[src/rtl/mul8_pkg.sv]
package mul8_pkg;
  localparam int unsigned DW     = 8;
  localparam int unsigned RW     = 5;
  localparam int unsigned SW     = 8;
  localparam int unsigned PW     = 2 * DW;
  localparam int unsigned C_BIT  = 0;
  localparam int unsigned Z_BIT  = 1;
  localparam int unsigned HI_LO  = 16;
  localparam int unsigned MID_HI = 23;

  localparam logic [2:0] OP_UU  = 3'd0;
  localparam logic [2:0] OP_SS  = 3'd1;
  localparam logic [2:0] OP_SU  = 3'd2;
  localparam logic [2:0] OP_FUU = 3'd3;
  localparam logic [2:0] OP_FSS = 3'd4;
  localparam logic [2:0] OP_FSU = 3'd5;

  typedef enum logic [1:0] {RNG_ANY, RNG_UPPER, RNG_MID, RNG_NONE} rng_e;

  function automatic rng_e op_range(input logic [2:0] op);
    case (op)
      OP_UU:                         return RNG_ANY;
      OP_SS:                         return RNG_UPPER;
      OP_SU, OP_FUU, OP_FSS, OP_FSU: return RNG_MID;
      default:                       return RNG_NONE;
    endcase
  endfunction

  // index 0: destination operand, index 1: source operand
  function automatic logic opd_signed(input logic [2:0] op, input int unsigned idx);
    case (op)
      OP_SS, OP_FSS: return 1'b1;
      OP_SU, OP_FSU: return (idx == 0);
      default:       return 1'b0;
    endcase
  endfunction

  function automatic logic op_frac(input logic [2:0] op);
    return (op == OP_FUU) || (op == OP_FSS) || (op == OP_FSU);
  endfunction
endpackage

[src/rtl/mul8_legal.sv]
module mul8_legal
  import mul8_pkg::*;
#(
  parameter int unsigned REG_W = RW
) (
  input  logic [2:0]       op_i,
  input  logic [REG_W-1:0] reg_a_i,
  input  logic [REG_W-1:0] reg_b_i,
  output logic             legal_o
);
  localparam int unsigned NOPD = 2;

  rng_e            rng;
  logic [NOPD-1:0] ok;

  assign rng = op_range(op_i);

  for (genvar g = 0; g < NOPD; g++) begin : g_opd
    logic [REG_W-1:0] idx;
    assign idx = (g == 0) ? reg_a_i : reg_b_i;
    always_comb begin
      case (rng)
        RNG_ANY:   ok[g] = 1'b1;
        RNG_UPPER: ok[g] = (32'(idx) >= HI_LO);
        RNG_MID:   ok[g] = (32'(idx) >= HI_LO) && (32'(idx) <= MID_HI);
        default:   ok[g] = 1'b0;
      endcase
    end
  end

  assign legal_o = &ok;
endmodule

[src/rtl/mul8_prep.sv]
module mul8_prep
  import mul8_pkg::*;
#(
  parameter int unsigned WIDTH = DW
) (
  input  logic [2:0]             op_i,
  input  logic [WIDTH-1:0]       a_i,
  input  logic [WIDTH-1:0]       b_i,
  output logic signed [WIDTH:0]  ax_o,
  output logic signed [WIDTH:0]  bx_o
);
  localparam int unsigned NOPD = 2;

  logic [NOPD-1:0][WIDTH:0] ext;

  for (genvar g = 0; g < NOPD; g++) begin : g_ext
    logic [WIDTH-1:0] v;
    logic             sgn;
    assign v      = (g == 0) ? a_i : b_i;
    assign sgn    = opd_signed(op_i, g);
    assign ext[g] = {sgn & v[WIDTH-1], v};
  end

  assign ax_o = signed'(ext[0]);
  assign bx_o = signed'(ext[1]);
endmodule

[src/rtl/mul8_core.sv]
module mul8_core
  import mul8_pkg::*;
#(
  parameter int unsigned WIDTH = DW
) (
  input  logic signed [WIDTH:0]   ax_i,
  input  logic signed [WIDTH:0]   bx_i,
  input  logic                    frac_i,
  output logic [2*WIDTH-1:0]      res_o,
  output logic                    c_o,
  output logic                    z_o
);
  localparam int unsigned FW = 2 * WIDTH + 2;
  localparam int unsigned OW = 2 * WIDTH;

  logic signed [FW-1:0] full;
  logic [OW-1:0]        raw;

  assign full  = FW'(ax_i) * FW'(bx_i);
  assign raw   = full[OW-1:0];
  assign res_o = frac_i ? {raw[OW-2:0], 1'b0} : raw;
  assign c_o   = raw[OW-1];
  assign z_o   = (res_o == '0);
endmodule

[src/rtl/mul8_frac.sv]
module mul8_frac
  import mul8_pkg::*;
#(
  parameter int unsigned WIDTH = DW,
  parameter int unsigned REG_W = RW,
  parameter int unsigned ST_W  = SW
) (
  input  logic                 clk_i,
  input  logic                 rst_ni,
  input  logic                 start_i,
  input  logic [2:0]           op_i,
  input  logic [WIDTH-1:0]     opd_a_i,
  input  logic [WIDTH-1:0]     opd_b_i,
  input  logic [REG_W-1:0]     reg_a_i,
  input  logic [REG_W-1:0]     reg_b_i,
  input  logic [ST_W-1:0]      status_i,
  output logic [2*WIDTH-1:0]   prod_o,
  output logic [ST_W-1:0]      status_o,
  output logic                 done_o,
  output logic                 illegal_o
);
  localparam int unsigned OW = 2 * WIDTH;

  logic                   legal;
  logic signed [WIDTH:0]  ax, bx;
  logic                   s1_vld, s1_ill, s1_frac;
  logic signed [WIDTH:0]  s1_ax, s1_bx;
  logic [ST_W-1:0]        s1_st;
  logic [OW-1:0]          res;
  logic                   c_flag, z_flag;
  logic [ST_W-1:0]        st_next;

  mul8_legal #(.REG_W(REG_W)) u_legal (
    .op_i    (op_i),
    .reg_a_i (reg_a_i),
    .reg_b_i (reg_b_i),
    .legal_o (legal)
  );

  mul8_prep #(.WIDTH(WIDTH)) u_prep (
    .op_i (op_i),
    .a_i  (opd_a_i),
    .b_i  (opd_b_i),
    .ax_o (ax),
    .bx_o (bx)
  );

  // stage 1: capture widened operands and status
  always_ff @(posedge clk_i or negedge rst_ni) begin
    if (!rst_ni) begin
      s1_vld  <= 1'b0;
      s1_ill  <= 1'b0;
      s1_frac <= 1'b0;
      s1_ax   <= '0;
      s1_bx   <= '0;
      s1_st   <= '0;
    end else begin
      s1_vld <= start_i & legal;
      s1_ill <= start_i & ~legal;
      if (start_i & legal) begin
        s1_frac <= op_frac(op_i);
        s1_ax   <= ax;
        s1_bx   <= bx;
        s1_st   <= status_i;
      end
    end
  end

  mul8_core #(.WIDTH(WIDTH)) u_core (
    .ax_i   (s1_ax),
    .bx_i   (s1_bx),
    .frac_i (s1_frac),
    .res_o  (res),
    .c_o    (c_flag),
    .z_o    (z_flag)
  );

  always_comb begin
    st_next        = s1_st;
    st_next[C_BIT] = c_flag;
    st_next[Z_BIT] = z_flag;
  end

  // stage 2: result registers
  always_ff @(posedge clk_i or negedge rst_ni) begin
    if (!rst_ni) begin
      prod_o    <= '0;
      status_o  <= '0;
      done_o    <= 1'b0;
      illegal_o <= 1'b0;
    end else begin
      done_o    <= s1_vld;
      illegal_o <= s1_ill;
      if (s1_vld) begin
        prod_o   <= res;
        status_o <= st_next;
      end
    end
  end
endmodule

[config.mk]
export PLATFORM = sky130hd
export DESIGN_NAME = mul8_frac
export DESIGN_NICKNAME = d
export VERILOG_FILES = /design/src/rtl/mul8_pkg.sv /design/src/rtl/mul8_legal.sv /design/src/rtl/mul8_prep.sv /design/src/rtl/mul8_core.sv /design/src/rtl/mul8_frac.sv
export SDC_FILE = /design/constraint.sdc
export NUM_CORES = 1
export LEC_CHECK = 0
export ABC_AREA = 0
export ABC_CLOCK_PERIOD_IN_PS = 10320
export CAP_MARGIN = 20
export CORE_MARGIN = 2
export CORE_UTILIZATION = 54
export DETAILED_ROUTE_END_ITERATION = 10
export PLACE_DENSITY_LB_ADDON = 0.2
export SYNTH_ARGS = -nofsm -noshare
export SYNTH_HDL_FRONTEND = slang
export SYNTH_SLANG_ARGS = --single-unit
[constraint.sdc]
create_clock -name clk_i -period 10.32 [get_ports clk_i]
set_clock_uncertainty 0.1 [all_clocks]
set_input_delay 1.548 -clock clk_i [delete_from_list [all_inputs] [get_ports clk_i]]
set_output_delay 1.548 -clock clk_i [all_outputs]
set_load 0.02 [all_outputs]
* Word level (Yosys, flattened, before mapping)
Cells that the tools add are included.
** Storage, ports and cells
- Register bits after elaboration :: 55
- Bits of input ports :: 40
- Output and inout port bits :: 26
** Operators by class
- Multipliers :: 1
- Order comparisons :: 4
- Eq/ne operators :: 7
- Mux-type cells :: 6
- Bitwise gates (word level) :: 5
- Reductions and logical operators :: 11
** Operators with widths (number)
- $logic_not 16->1 :: 1
- $mul 9x9->16 :: 1
- $mux 16 :: 1
- $ge 5x5->1 const B :: 2
- $le 5x5->1 const B :: 2
- $reduce_or 4->1 :: 2
- $eq 3x2->1 const B :: 2
- $eq 3x3->1 const B :: 2
- $pmux 1 s3 :: 2
- $pmux 2 s3 :: 1
- $and 1x1->1 :: 4
- $eq 3x1->1 const B :: 1
- $logic_not 3->1 :: 1
- $eq 2x1->1 const B :: 1
- $eq 2x2->1 const B :: 1
- $logic_and 1x1->1 :: 2
- $logic_not 2->1 :: 1
- $logic_or 1x1->1 :: 2
- $mux 1 :: 2
- $reduce_and 2->1 :: 1
- $reduce_or 2->1 :: 1
- $not 1->1 :: 1

* Longest topological paths before layout
- Depth in word-level cells :: 8
- Depth in mapped cells :: 19

* Hierarchy
A second synthesis with hierarchy kept.
** Second synthesis, totals
- Cells, all modules :: 476
- Area total of the unflattened synthesis :: 5192.5 um^2
** Modules (own cells, without submodules)
- mul8_core :: instances 1, cells each 338, area an instance 2969.1 um^2, sequential area each 0.0 um^2
- mul8_frac :: instances 1, cells each 113, area an instance 2043.2 um^2, sequential area each 1326.3 um^2
- mul8_prep :: instances 1, cells each 21, area an instance 153.9 um^2, sequential area each 0.0 um^2
- mul8_legal :: instances 1, cells each 4, area an instance 26.3 um^2, sequential area each 0.0 um^2

* Least setup slack after synthesis
Ideal clock, no wire load.
- Path kind :: reg2reg
- From :: register s1_ax[0]
- To :: register status_o[1]
- Library setup time :: 0.064 ns
- Arrival time :: 4.875 ns
- Required time :: 10.156 ns
- Path slack :: 5.280 ns
- Cell stages (with the launch flop) :: 17
- Path buffers :: 1
- Period minus slack after synthesis :: 5.040 ns
- Path through :: dfrtp_1 > clkbuf_1 > nand2b_1 > fa_1 > fa_1 > inv_1 > fa_1 > fa_1 > fa_1 > ha_1 > and3_4 > a22oi_1 > mux2i_1 > o221ai_1 > and2_1 > nor4_2 > o21a_1
** Between the ends
- Longest elaborated chain between the ends :: 3
** RTL lines
- start, declared :: RTL line mul8_frac.sv:27 : logic signed [WIDTH:0] s1_ax, s1_bx;
- start signal, assigned :: RTL line mul8_frac.sv:54 : s1_ax <= '0;
- start signal, assigned :: RTL line mul8_frac.sv:62 : s1_ax <= ax;
- $mul 9x9->16 :: RTL line mul8_core.sv:19 : assign full = FW'(ax_i) * FW'(bx_i);
- $mux 16 :: RTL line mul8_core.sv:21 : assign res_o = frac_i ? {raw[OW-2:0], 1'b0} : raw;
- $logic_not 16->1 :: RTL line mul8_core.sv:23 : assign z_o = (res_o == '0);
- end signal, assigned :: RTL line mul8_frac.sv:96 : status_o <= st_next;
- end, declared :: RTL line mul8_frac.sv:18 : output logic [ST_W-1:0] status_o,
Every way passes these cells.
A chain may end at the register's enable or synchronous reset.

* Worst setup path after layout
- From :: register s1_bx[0]
- To :: register prod_o[15]
** Between the ends
- Longest elaborated chain between the ends :: 2
** RTL lines
- start, declared :: RTL line mul8_frac.sv:27
- start signal, assigned :: RTL line mul8_frac.sv:55 : s1_bx <= '0;
- start signal, assigned :: RTL line mul8_frac.sv:63 : s1_bx <= bx;
- $mul 9x9->16 :: RTL line mul8_core.sv:19
- $mux 16 :: RTL line mul8_core.sv:21
- end signal, assigned :: RTL line mul8_frac.sv:95 : prod_o <= res;
- end, declared :: RTL line mul8_frac.sv:17 : output logic [2*WIDTH-1:0] prod_o,
Every way passes these cells.

==> impl_summary.txt <==
----------------------------------------------------
[Clock tree]
  Hold-fix buffer count after cts ... 0
  Maximum buffer depth of the clock tree ... 2
  CTS tree ... yes
  CTS resizes ... 0
  Clock transition at the registers of the reported paths ... 0.10 ns
  Number of H-tree branching levels ... 2
  Insertion delay to the later sink of the worst-skew pair ... 0.31 ns
  Post-CTS Setup Repair Bufs ... 0
  Clock buffer count from CTS ... 5
  TritonCTS Sinks ... 53
  CTS Root Buffer Type ... clkbuf_8

[Critical path]
  Cell mode on critical path ... fa_1
  Cell class contributing the biggest share of worst-path delay ... adder cells
  Reg-to-reg critical path startpoint ... s1_bx[0]$_DFFE_PN0P_
  Critical Path Sink Type ... flop
  Buffers & Inverters on Critical Path ... 3
  Worst Path Required ... 10.41 ns
  Count of cells along the worst register-to-register path ... 16
  Critical Path AT ... 5.62 ns
  Kind of critical path ... reg -> reg
  Register-to-register setup slack ... 4.78 ns
  Category of the worst setup path launch point ... flop
  Critical Path, Cell by Cell ... nand2_1 > inv_1 > fa_1 > inv_1 > fa_1 > inv_1 > fa_1 > fa_1 > ha_1 > ha_1 > nand3_1 > o221ai_1 > a311oi_2 > xnor2_1 > mux2_2 > a21oi_1
  Endpoint of the most critical register-to-register path ... prod_o[15]$_DFFE_PN0P_
  Slowest stage cell on the critical path ... fa_1
  CP Max Fanout ... 11
  Critical path's largest stage delay ... 0.68 ns

[Routing]
  Vias ... 3748
  WL final ... 10.3 mm
  Routed length per placed instance ... 14.2 um
  DRC violation total after the first TritonRoute iteration ... 109
  Detail-routed via count per cell ... 5.17
  DRC ... 0
  First-pass iteration count of the detailed router ... 4
  Antenna viol nets, final ... 0

[Timing]
  Final cycle utilization of the critical path ... 53.7%
  Min Hold Slack ... 0.261 ns
  Clock period minus worst slack ... 5.54 ns
  Final hold violation count ... 0
  Relative slew slack ... 38.8%
  Slew of the pin with the lowest slew margin ... 0.915 ns
  Highest attainable clock frequency ... 181 MHz
  Total count of max-transition violations in the final report ... 0
  Setup TNS ... 0 ns
  Finish-stage setup viols ... 0
  Setup repair after global routing missed its margin ... false

[Global route]
  Initial antenna violation count ... 0
  Met2 global-route usage ... 38.4%
  Busiest grt layer ... met2
  Via count of the first global-routing pass ... 3962
  First-pass GRT wire length ... 18.1 mm
  Met3 layer usage reported by global route ... 3.35%
  Largest net degree at the start of global routing ... 54
  Global-route total usage across every layer ... 21.9%
  Grt ovf ... 0
  Met1 Usage GRT ... 28.5%

[Layout]
  Number of fill cells in the layout ... 794
  Final core occ ... 63.6%
  Most common cell after layout, fill and taps aside ... nand2_1
  Post-layout instance count excluding filler cells ... 725
  Area delta synth->final ... 13.6%
  Diodes inserted ... 0
  Proportion of layout cells with a drive suffix above 1 ... 5.70%
  Commonest cells after routing, fill and taps aside ... nand2_1, inv_1, fa_1, clkdlybuf4s50_1, dfrtp_1
  Total number of nets in the final design ... 731

[Pwr]
  Maximum vdd ir drop ... 0.000154 V
  Reported net switching power ... 0.00100 W
  Internal Pwr Total ... 0.000992 W
  Comb pwr share ... 75.7%
  Sum of internal, switching and leakage power ... 0.00199 W
  Switching share of power ... 50.2%
  Sequential fraction of design power ... 16.8%
  Power density of the placed cells ... 337 nW/um2
  Proportion of power drawn by the clock network ... 7.6%
  Leak Pwr ... 2.90 nW

[Outcome]
  Result of the run ... finished clean

[Floorplanning]
  Number of core rows ... 35
  Io pins ... 66
  Area of the die ... 10400 um2
  Die span in x ... 102 um
  Vertical die dimension ... 102 um
  Core ar. ... 9280 um2
  Initial core utilization ... 55.9%

[Min path]
  Min-delay worst type ... reg -> reg
  Count of cells along the worst hold path ... 0
  Worst Hold Launch ... s1_ill$_DFF_PN0_
  Hold endpoint ... illegal_o$_DFF_PN0_

[Logic synthesis]
  Number of distinct library cells after synthesis ... 52
  Mean post-synth cell area ... 9.24 um2
  Total standard cell area after synthesis ... 5190 um2
  Predominant post-synthesis flop cell ... dfrtp_1
  Synthesis-stage register bit count ... 53
  Post-synthesis net count ... 698
  Proportion of synthesized flip-flops having asynchronous set or reset ... 100%
  Yosys warning count ... 0
  Fraction of the yosys area taken by sequential cells ... 25.5%
  Number of enable-type register cells in the synthesized netlist ... 0
  Cells after synthesis ... 562

[Placed design]
  Buffers on Ports ... 57
  Post-DP HPWL ... 8.00 mm
  Dpl cells ... 716
  Final Wtd Congestion ... 0.842

[Flow run]
  Max-cap check violation count ... 0

----------------------------------------------------
cell usage after synthesis (all sizes together), types with 2 or more instances:
library cell  count  share of area, %
xnor2            12               2.0
ha               33               8.0
o21a              4              0.58
nor4              3              0.60
clkbuf           22               1.6
a211oi            2              0.39
nand3             4              0.39
o2111ai           2              0.34
buf              12               1.8
nor3              5              0.48
or3               2              0.24
nor2             27               2.0
nor2b             7              0.84
nand2b            4              0.48
xor2              4              0.67
mux2i            10               1.9
o21ai            17               1.6
fa               63                24
a21o              4              0.58
and3              2              0.34
inv              75               5.4
o221ai            2              0.34
and2             33               4.0
dfrtp            53                26
nand2           114               8.2
mux2             11               2.4
a21oi            17               1.9
nor3b             3              0.43
stage by stage:
stage	area, um2	setup slack, ns
after detailed placement	5760	4.76
after global placement	5760	4.79
after global routing	5900	4.42
after CTS	5880	4.73
final	5900	4.78
after floorplan	5190	5.28
worst max-delay path by stage:
stage	from	to	cells after the start
2_1_floorplan	s1_ax[0]$_DFFE_PN0P_	status_o[1]$_DFFE_PN0P_	16
3_3_place_gp	s1_bx[0]$_DFFE_PN0P_	prod_o[15]$_DFFE_PN0P_	16
3_5_place_dp	s1_bx[0]$_DFFE_PN0P_	prod_o[15]$_DFFE_PN0P_	16
4_1_cts	s1_bx[0]$_DFFE_PN0P_	prod_o[15]$_DFFE_PN0P_	16
5_1_grt	s1_bx[0]$_DFFE_PN0P_	prod_o[15]$_DFFE_PN0P_	16
6_report	s1_bx[0]$_DFFE_PN0P_	prod_o[15]$_DFFE_PN0P_	16
registers in the layout, summed over array words and instances, names as in the netlist:
name       cells
s1_ill         1
status_o       8
prod_o        16
done_o         1
illegal_o      1
s1_bx          9
s1_frac        1
s1_ax          9
s1_vld         1
s1_st          6
cell type report:
class / instances / area [um2] / area share (%)
multi-input cells: 400 / 3410 / 57.7
flip-flops and latches: 53 / 1330 / 22.5
repair buffers: 60 / 601 / 10.2
inverters: 75 / 282 / 4.77
well taps: 129 / 161 / 2.74
clock buffers: 6 / 82.6 / 1.40
clock inverters: 2 / 41.3 / 0.700
power by group through the flow:
stage               Clock (W)  Sequential (W)  Combinational [W]
global route         0.000163        0.000343            0.00171
global placement            0        0.000334            0.00147
CTS                  0.000156        0.000334            0.00152
floorplan                   0        0.000345            0.00118
finish               0.000151        0.000334            0.00151
detailed placement          0        0.000337            0.00150
layer usage:
metal,vias up,routed length [um]
met1,1818,4410
met3,24,454
met5,-,0
met2,88,5200
li1,1818,-
met4,0,228
kinds of logic after synthesis:
kind of cell	count (synthesis)	synth area share [%]
AND/OR/NAND/NOR	208	18.5
buffers and inverters	109	8.84
adder cells (fa/ha/maj)	97	32.4
AO/OA/AOI/OAI	58	7.64
flip-flops	53	25.5
multiplexers	21	4.31
XOR/XNOR	16	2.70
Note: power is estimated with default switching activity, not from simulation.
